===== src/rtl/irq_mbx_pkg.sv =====
package irq_mbx_pkg;
  localparam int CPU_ID_W = 5;
  localparam int SRC_W    = 5;
  localparam int DATA_W   = 64;
  localparam int ADDR_W   = 12;
  localparam int VEC_W    = 6;
  localparam int BUSY_BIT = 5;
  localparam int MAX_CPUS = 1 << CPU_ID_W;

  typedef enum logic [2:0] {
    ACC_NONE,
    ACC_D0,
    ACC_D1,
    ACC_STAT,
    ACC_VEC
  } acc_kind_e;

  typedef struct packed {
    acc_kind_e             kind;
    logic [CPU_ID_W-1:0]   idx;
    logic                  hit;
  } acc_sel_t;
endpackage


===== src/rtl/irq_mbx_dec.sv =====
module irq_mbx_dec
  import irq_mbx_pkg::*;
#(
  parameter int NUM_CPUS = 8
) (
  input  logic [ADDR_W-1:0]   addr_i,
  input  logic [CPU_ID_W-1:0] req_cpu_i,
  output acc_sel_t            sel_o
);
  localparam int REG_W = ADDR_W - 8;

  logic [REG_W-1:0]    region;
  logic [4:0]          word;
  logic [2:0]          unused_low;

  assign region     = addr_i[ADDR_W-1:8];
  assign word       = addr_i[7:3];
  assign unused_low = addr_i[2:0];

  always_comb begin
    sel_o.kind = ACC_NONE;
    sel_o.idx  = word[CPU_ID_W-1:0];
    unique case (region)
      REG_W'(0): sel_o.kind = ACC_D0;
      REG_W'(1): sel_o.kind = ACC_D1;
      REG_W'(2): sel_o.kind = ACC_STAT;
      REG_W'(3): begin
        sel_o.idx = req_cpu_i;
        unique case (word)
          5'd0:    sel_o.kind = ACC_D0;
          5'd1:    sel_o.kind = ACC_D1;
          5'd2:    sel_o.kind = ACC_STAT;
          5'd3:    sel_o.kind = ACC_VEC;
          default: sel_o.kind = ACC_NONE;
        endcase
      end
      default: sel_o.kind = ACC_NONE;
    endcase
    sel_o.hit = (sel_o.kind == ACC_VEC) ||
                ((sel_o.kind != ACC_NONE) && (int'(sel_o.idx) < NUM_CPUS));
  end
endmodule


===== src/rtl/irq_mbx_slot.sv =====
module irq_mbx_slot
  import irq_mbx_pkg::*;
(
  input  logic              clk_i,
  input  logic              rst_ni,
  input  logic              take_i,
  input  logic [SRC_W-1:0]  src_i,
  input  logic [DATA_W-1:0] d0_i,
  input  logic [DATA_W-1:0] d1_i,
  input  logic              busy_we_i,
  input  logic              busy_wd_i,
  output logic              busy_o,
  output logic [SRC_W-1:0]  src_o,
  output logic [DATA_W-1:0] d0_o,
  output logic [DATA_W-1:0] d1_o
);
  always_ff @(posedge clk_i or negedge rst_ni) begin
    if (!rst_ni) begin
      busy_o <= 1'b0;
      src_o  <= '0;
      d0_o   <= '0;
      d1_o   <= '0;
    end else if (take_i) begin
      // a take implies any same-cycle clear has already been honoured
      busy_o <= 1'b1;
      src_o  <= src_i;
      d0_o   <= d0_i;
      d1_o   <= d1_i;
    end else if (busy_we_i) begin
      busy_o <= busy_wd_i;
    end
  end
endmodule


===== src/rtl/irq_mbx_post.sv =====
module irq_mbx_post
  import irq_mbx_pkg::*;
(
  input  logic                clk_i,
  input  logic                rst_ni,
  input  logic                vec_we_i,
  input  logic [VEC_W-1:0]    vec_wd_i,
  input  logic                take_i,
  input  logic [CPU_ID_W-1:0] take_cpu_i,
  output logic [VEC_W-1:0]    vec_o,
  output logic                post_valid_o,
  output logic [CPU_ID_W-1:0] post_cpu_o,
  output logic [VEC_W-1:0]    post_vec_o
);
  always_ff @(posedge clk_i or negedge rst_ni) begin
    if (!rst_ni) begin
      vec_o <= '0;
    end else if (vec_we_i) begin
      vec_o <= vec_wd_i;
    end
  end

  always_ff @(posedge clk_i or negedge rst_ni) begin
    if (!rst_ni) begin
      post_valid_o <= 1'b0;
      post_cpu_o   <= '0;
      post_vec_o   <= '0;
    end else begin
      post_valid_o <= take_i;
      if (take_i) begin
        post_cpu_o <= take_cpu_i;
        post_vec_o <= vec_o;
      end
    end
  end
endmodule


===== src/rtl/irq_mailbox.sv =====
module irq_mailbox
  import irq_mbx_pkg::*;
#(
  parameter int NUM_CPUS = 8
) (
  input  logic                clk_i,
  input  logic                rst_ni,
  input  logic                msg_valid_i,
  input  logic [4:0]          msg_cpu_i,
  input  logic [4:0]          msg_src_i,
  input  logic [63:0]         msg_d0_i,
  input  logic [63:0]         msg_d1_i,
  output logic                msg_ready_o,
  input  logic [11:0]         reg_addr_i,
  input  logic [4:0]          reg_cpu_i,
  input  logic                reg_we_i,
  input  logic [63:0]         reg_wdata_i,
  output logic [63:0]         reg_rdata_o,
  output logic                post_valid_o,
  output logic [4:0]          post_cpu_o,
  output logic [5:0]          post_vec_o
);
  acc_sel_t               sel;
  logic [NUM_CPUS-1:0]    busy_w;
  logic [NUM_CPUS-1:0]    take_w;
  logic [NUM_CPUS-1:0]    busy_we_w;
  logic [MAX_CPUS-1:0]    busy_pad;
  logic [MAX_CPUS-1:0]    clr_pad;
  logic [SRC_W-1:0]       src_w [NUM_CPUS];
  logic [DATA_W-1:0]      d0_w  [NUM_CPUS];
  logic [DATA_W-1:0]      d1_w  [NUM_CPUS];
  logic [VEC_W-1:0]       vec_q;
  logic                   wr_stat;
  logic                   wr_vec;
  logic                   tgt_ok;
  logic                   take_any;
  logic [DATA_W-VEC_W-1:0] unused_wd;

  assign unused_wd = reg_wdata_i[DATA_W-1:VEC_W];

  irq_mbx_dec #(.NUM_CPUS(NUM_CPUS)) u_dec (
    .addr_i    (reg_addr_i),
    .req_cpu_i (reg_cpu_i),
    .sel_o     (sel)
  );

  assign wr_stat = reg_we_i && sel.hit && (sel.kind == ACC_STAT);
  assign wr_vec  = reg_we_i && (sel.kind == ACC_VEC);

  assign busy_pad = MAX_CPUS'(busy_w);
  assign clr_pad  = MAX_CPUS'(busy_we_w & {NUM_CPUS{~reg_wdata_i[BUSY_BIT]}});

  // clear-before-message: a same-cycle clear frees the slot for this message
  assign tgt_ok      = int'(msg_cpu_i) < NUM_CPUS;
  assign msg_ready_o = msg_valid_i && tgt_ok &&
                       (!busy_pad[msg_cpu_i] || clr_pad[msg_cpu_i]);
  assign take_any    = |take_w;

  for (genvar n = 0; n < NUM_CPUS; n++) begin : g_slot
    assign busy_we_w[n] = wr_stat && (int'(sel.idx) == n);
    assign take_w[n]    = msg_ready_o && (int'(msg_cpu_i) == n);

    irq_mbx_slot u_slot (
      .clk_i     (clk_i),
      .rst_ni    (rst_ni),
      .take_i    (take_w[n]),
      .src_i     (msg_src_i),
      .d0_i      (msg_d0_i),
      .d1_i      (msg_d1_i),
      .busy_we_i (busy_we_w[n]),
      .busy_wd_i (reg_wdata_i[BUSY_BIT]),
      .busy_o    (busy_w[n]),
      .src_o     (src_w[n]),
      .d0_o      (d0_w[n]),
      .d1_o      (d1_w[n])
    );
  end

  irq_mbx_post u_post (
    .clk_i        (clk_i),
    .rst_ni       (rst_ni),
    .vec_we_i     (wr_vec),
    .vec_wd_i     (reg_wdata_i[VEC_W-1:0]),
    .take_i       (take_any),
    .take_cpu_i   (msg_cpu_i),
    .vec_o        (vec_q),
    .post_valid_o (post_valid_o),
    .post_cpu_o   (post_cpu_o),
    .post_vec_o   (post_vec_o)
  );

  always_comb begin
    reg_rdata_o = '0;
    if (sel.kind == ACC_VEC) begin
      reg_rdata_o = DATA_W'(vec_q);
    end
    for (int n = 0; n < NUM_CPUS; n++) begin
      if (sel.hit && (int'(sel.idx) == n)) begin
        unique case (sel.kind)
          ACC_D0:   reg_rdata_o = d0_w[n];
          ACC_D1:   reg_rdata_o = d1_w[n];
          ACC_STAT: reg_rdata_o = DATA_W'({busy_w[n], src_w[n]});
          default:  ;
        endcase
      end
    end
  end
endmodule


===== config.mk =====
export PLATFORM = sky130hd
export DESIGN_NAME = irq_mailbox
export DESIGN_NICKNAME = d
export VERILOG_FILES = /design/src/rtl/irq_mbx_pkg.sv /design/src/rtl/irq_mbx_dec.sv /design/src/rtl/irq_mbx_slot.sv /design/src/rtl/irq_mbx_post.sv /design/src/rtl/irq_mailbox.sv
export SDC_FILE = /design/constraint.sdc
export NUM_CORES = 2
export LEC_CHECK = 0
export BUFFER_PORTS_ARGS = -buffer_cell sky130_fd_sc_hd__clkbuf_2
export CAP_MARGIN = 20
export CORE_AREA = 8 8 338 242
export DETAILED_ROUTE_END_ITERATION = 12
export DIE_AREA = 0 0 346 250
export PLACE_DENSITY = 0.94
export SETUP_SLACK_MARGIN = 0.05
export SYNTH_ARGS = -nofsm -noshare
export SYNTH_HDL_FRONTEND = slang
export SYNTH_SLANG_ARGS = --single-unit

===== constraint.sdc =====
create_clock -name clk_i -period 12.8 [get_ports clk_i]
set_input_delay 3.84 -clock clk_i [delete_from_list [all_inputs] [get_ports clk_i]]
set_output_delay 3.84 -clock clk_i [all_outputs]
set_load 0.02 [all_outputs]

# Word-level counts from Yosys, hierarchy flattened
# Cells that the tools add are included.
[word_totals]
word_cells = 152
register_bits = 1090
out_inout_bits = 77
[op_classes]
n_bitwise = 2
muxes = 40
eq_ne = 24
n_reduce_logical = 47
magnitude_cmp = 3
[ops]
columns = ["cell", "n"]
rows = [
  ["64-bit case mux with 3 select lines", 8],
  ["64-bit 2-to-1 mux", 8],
  ["5-bit by 4-bit equality test with 1-bit output, second input constant", 8],
  ["1-bit logical AND", 30],
  ["3-bit case mux with 4 select lines", 2],
  ["5-bit by 2-bit equality test with 1-bit output, second input constant", 4],
  ["5-bit by 3-bit equality test with 1-bit output, second input constant", 4],
  ["1-bit 2-to-1 mux", 18],
  ["2-bit nonzero test", 8],
  ["5-bit logical NOT", 3],
  ["1-bit binary-select mux with 5-bit select", 2],
  ["5-bit by 4-bit less-than comparator with 1-bit output, second input constant", 2],
  ["8-bit AND", 1],
  ["4-bit by 2-bit equality test with 1-bit output, second input constant", 2],
  ["8-bit OR reduction", 1],
  ["3-bit by 2-bit equality test with 1-bit output, second input constant", 2],
  ["5-bit by 6-bit less-than comparator with 1-bit output, second input constant", 1],
  ["6-bit 2-to-1 mux", 1],
  ["5-bit by 1-bit equality test with 1-bit output, second input constant", 1],
  ["5-bit 2-to-1 mux", 1],
  ["4-bit by 1-bit equality test with 1-bit output, second input constant", 1],
  ["4-bit logical NOT", 1],
  ["3-bit by 1-bit equality test with 1-bit output, second input constant", 1],
  ["3-bit equality test, second input constant", 1],
  ["4 further kinds", 5],
]

# Depth between registers and ports, before layout
[depth]
ltp_word = 22
depth_mapped = 12

# By module
# From an unflattened synthesis, not the netlist that was laid out.
[unflattened]
hier_cells = 3913
hier_area_um2 = 52735.6
[by_module_without_submodules]
columns = ["module", "cells_per_inst", "instances", "area_per_inst_um2"]
rows = [
  ["irq_mbx_slot", 284, 8, 5212.5],
  ["irq_mailbox", 1585, 1, 10174.8],
  ["irq_mbx_post", 37, 1, 701.9],
  ["irq_mbx_dec", 19, 1, 158.9],
]

# Worst setup path after synthesis
# OpenSTA, ideal clock, no wires.
[synth_timing]
path_kind = "input to output"
startpoint = "in reg_addr_i[4]"
endpoint = "out reg_rdata_o[5]"
path_stages = 10
required_ns = 8.960
n_path_buf = 4
path_slack_ns = 2.535
arrival_ns = 6.425
path_cell_list = "clkbuf_1 -> nor4_1 -> a31o_2 -> and2_1 -> clkbuf_1 -> clkbuf_1 -> clkbuf_1 -> a222oi_1 -> a22o_1 -> nor4_1"
[synth_between]
elab_chain_cells = 22
elab_cells_between_ends = 48
cone_classes = "order compare: 1; eq/ne: 14; mux: 20; reduce/logical: 13"
[synth_rtl]
columns = ["element", "line_no", "source"]
rows = [
  ["from (decl)", "irq_mailbox.sv:14", "input logic [11:0] reg_addr_i,"],
  ["branches (longest 21 deep; another with 64-bit case mux with 3 select lines)", "n/a", ""],
  ["64-bit 2-to-1 mux *", "irq_mailbox.sv:98", "if (sel.hit && (int'(sel.idx) == n)) begin"],
  ["to (decl)", "irq_mailbox.sv:18", "output logic [63:0] reg_rdata_o,"],
]
# Every way passes the cells marked *.

# Worst setup path in the final report
[layout_timing]
startpoint = "in reg_addr_i[10]"
endpoint = "out reg_rdata_o[4]"
[layout_between]
elab_chain_cells = 21
elab_cells_between_ends = 47
cone_classes = "order compare: 1; eq/ne: 14; mux: 19; reduce/logical: 13"
[layout_rtl]
columns = ["element", "line_no", "source"]
rows = [
  ["4-bit by 2-bit equality test with 1-bit output, or another cell as far along", "irq_mbx_dec.sv:23", "unique case (region)"],
  ["5-bit 2-to-1 mux or 3-bit case mux with 4 select lines (tied branches)", "irq_mbx_dec.sv:23", ""],
  ["5-bit by 4-bit less-than comparator with 1-bit output or 3-bit nonzero test (tied branches)", "irq_mbx_dec.sv:40", "((sel_o.kind != ACC_NONE) && (int'(sel_o.idx) < NUM_CPUS));"],
  ["1-bit logical AND", "irq_mbx_dec.sv:40", ""],
  ["1-bit logical OR", "irq_mbx_dec.sv:39", "sel_o.hit = (sel_o.kind == ACC_VEC) ||"],
  ["1-bit logical AND", "irq_mailbox.sv:98", ""],
  ["64-bit 2-to-1 mux", "irq_mailbox.sv:98", ""],
  ["64-bit case mux with 3 select lines", "irq_mailbox.sv:99", "unique case (sel.kind)"],
  ["(+5 left out)", "n/a", ""],
  ["64-bit case mux with 3 select lines", "irq_mailbox.sv:99", ""],
  ["64-bit 2-to-1 mux", "irq_mailbox.sv:98", ""],
  ["64-bit case mux with 3 select lines", "irq_mailbox.sv:99", ""],
  ["64-bit 2-to-1 mux", "irq_mailbox.sv:98", ""],
  ["64-bit case mux with 3 select lines", "irq_mailbox.sv:99", ""],
  ["64-bit 2-to-1 mux", "irq_mailbox.sv:98", ""],
  ["64-bit case mux with 3 select lines", "irq_mailbox.sv:99", ""],
  ["64-bit 2-to-1 mux *", "irq_mailbox.sv:98", ""],
]
# Every way passes the cells marked *; elsewhere a longest branch is shown, timed or not.

==> run summary <==
FMAX: 87.23 MHz
TritonRoute pass-1 iters: 7
Largest area contributor in the netlist: dfrtp_1
First-pass GRT wire length: 209.8 mm
PD cells: 141.9 mW/mm2
I/O pin total: 300
Area Growth Syn to Fin: 10.79%
Syn Area/Cell: 13.30 um2
Initial Util: 64.54%
Final Setup Violations: 0
Initial antenna violation count: 25
Nets: 3979
Vias: 34730
Worst hold path cell count: 1
Post-CTS sizing: 0
R2R Path Start: g_slot[7].u_slot.busy_o
Ys Warns: 0
H-tree depth: 3
Top-area cell type share of the netlist area: 55.50%
Startpoint Class: input port
Post-DP HPWL: 72.68 mm
Final hold violations: 0
DRC viols: 0
Worst skew pair latency: 0.70 ns
Share of post-route cells with drive strength above 1: 35.61%
TritonCTS Sinks: 1090
Clock skew: 0.02496 ns
Post-synth EDFFs: 0
Via density per instance: 7.158
Cells on worst reg2reg path: 8
HP Class: reg -> reg
Arrival @ worst endpoint: 7.62 ns
Largest net degree at the start of global routing: 194
Worst setup endpoint: reg_rdata_o[4]
Start point of the critical path: reg_addr_i[10]
# Max-Cap Violations: 0
Final wirelength: 133.8 mm
#FFs+latches synth: 1090
Clock transition at the registers of the reported paths: 0.06 ns
Tot GR Track Use: 29.98%
RSZ-0062 raised after global routing: false
R2r setup slk: 8.70 ns
Vias in the first global route: 36050
DIE AREA: 0.08650 mm2
CP required: 8.96 ns
Post-synth cell types: 60
Relative slew slack: 23.73%
CP Max Fanout: 58
1st-iter DRT viols: 4273
Site row count: 85
Mapped Cells: 3694
Post-CTS Hold Buffers: 0
Mapped Area: 0.04915 mm2
Synth cell count leaders: 1090 x dfrtp_1, 870 x mux2_2, 284 x a22oi_1
Die Width: 346 um
PortBufs: 238
IR drop worst, VDD: 0.1236 mV
Main synth FF type: dfrtp_1
Syn nets: 3917
Status: completed
Total core area: 0.07615 mm2
Worst hold margin: 0.4833 ns
Ys async rst share: 100.0%
Root Buffer: clkbuf_16
Die height: 250 um
WS Path Type: in -> out
Num CTS Buffers: 99
Slew Viols, Final: 0
Post-layout min period: 11.46 ns
Total grt overflow: 0
Tot Pwr: 7727 uW
Most common cell in the netlist: dfrtp_1
Final Cycle Share: 89.56%
TritonCTS clock tree: yes
Worst slew pin tran: 1.144 ns
Antenna Nets Post-Route: 0
Top area cells in the synthesized netlist: dfrtp_1 55%, mux2_2 20%, mux2_1 4.8%, a22oi_1 4.3%, o21ai_0 2.4%
Final TNS setup: 0 ns
Reg2reg end: g_slot[1].u_slot.d1_o[22]
Worst setup EP type: output port
Leak pwr: 0.02591 uW
Wire per inst: 27.58 um
Seq/Total Area, Yosys: 55.50%
GP Congestion: 0.8080
Maximum clock insertion buffer count: 3
Postcts setup bufs: 0
## sequential cells by signal, indices dropped and copies added (netlist names)
register and count:
g_slot.u_slot.d0_o 512, u_post.post_valid_o 1, g_slot.u_slot.busy_o 8, g_slot.u_slot.src_o 40
g_slot.u_slot.d1_o 512, u_post.post_cpu_o 5, u_post.post_vec_o 6, u_post.vec_o 6
## routing by layer
layer	global-route usage, %	vias up	routed length (um)
met3	7.687	416	13160
met1	39.67	17980	52190
met4	12.00	26	4599
met5	0	-	183
met2	47.55	2034	63640
li1	-	14270	-
## layout make-up
class                   instances  area (um2)
multi-input cells            2265       20350
well taps                    1000        1251
diodes                         12       30.03
repair buffers                294        1902
clock inverters                52       797.0
fillers                      4552       21690
clock buffers                 132        2825
flip-flops and latches       1090       27280
inverters                       6       22.52
## cell usage in the layout (no fill, tap or decap), types with 19 or more instances in the layout
cell          n
clkbuf_16   102
a22oi_1     284
bufinv_16    19
mux2_1      210
mux2_2      870
o22ai_1      62
clkbuf_2    237
a31oi_1      63
nor2_1       79
dfrtp_1    1090
a221o_1      59
nand2_1      35
a221oi_1    127
o21ai_0     236
a222oi_1     36
a21oi_1      63
clkinv_2     19
buf_4        36
## kinds of logic after synthesis
group | Yosys count | synth area share (%)
flops | 1090 | 55.50
compound gates | 972 | 13.91
simple gates | 193 | 1.942
buf+inv | 339 | 3.399
mux | 1099 | 25.23
xor+xnor | 1 | 0.01782
## report_power, final
part | internal (uW) | total, uW | switching, uW
Combinational | 250 | 539 | 288
Clock | 1940 | 3300 | 1360
Sequential | 3730 | 3890 | 164
Total | 5920 | 7730 | 1810
## worst max-delay path, cell delays in order
cell      delay, ns
clkbuf_2       0.12
and4bb_1       0.72
mux2i_1        0.38
or2_1          0.30
or3_4          0.71
nand3_1        0.35
a211o_1        0.35
o21ai_0        0.53
clkbuf_2       0.29
## worst min-delay path by stage
| stage | from | end |
|---|---|---|
| after global routing | g_slot[2].u_slot.d1_o[31] | g_slot[2].u_slot.d1_o[31] |
| after CTS | g_slot[0].u_slot.d1_o[6] | g_slot[0].u_slot.d1_o[6] |
| after detailed placement | u_post.post_cpu_o[3] | u_post.post_cpu_o[3] |
| final | u_post.post_cpu_o[3] | u_post.post_cpu_o[3] |
| after floorplan | g_slot[0].u_slot.d1_o[4] | g_slot[0].u_slot.d1_o[4] |
| after global placement | g_slot[0].u_slot.d1_o[4] | g_slot[0].u_slot.d1_o[4] |
## metrics by stage
step | cell area [um2] | worst slack (ns) | cells | utilization, %
final | 54450 | 1.336 | 4851 | 71.51
after global routing | 54440 | 1.109 | 4847 | 71.50
after CTS | 54290 | 1.385 | 4834 | 71.30
after detailed placement | 50670 | 1.450 | 4650 | 66.54
after global placement | 50670 | 1.513 | 4650 | 66.54
after floorplan | 49150 | 2.535 | 3694 | -
Note: power is estimated with default switching activity, not from simulation.
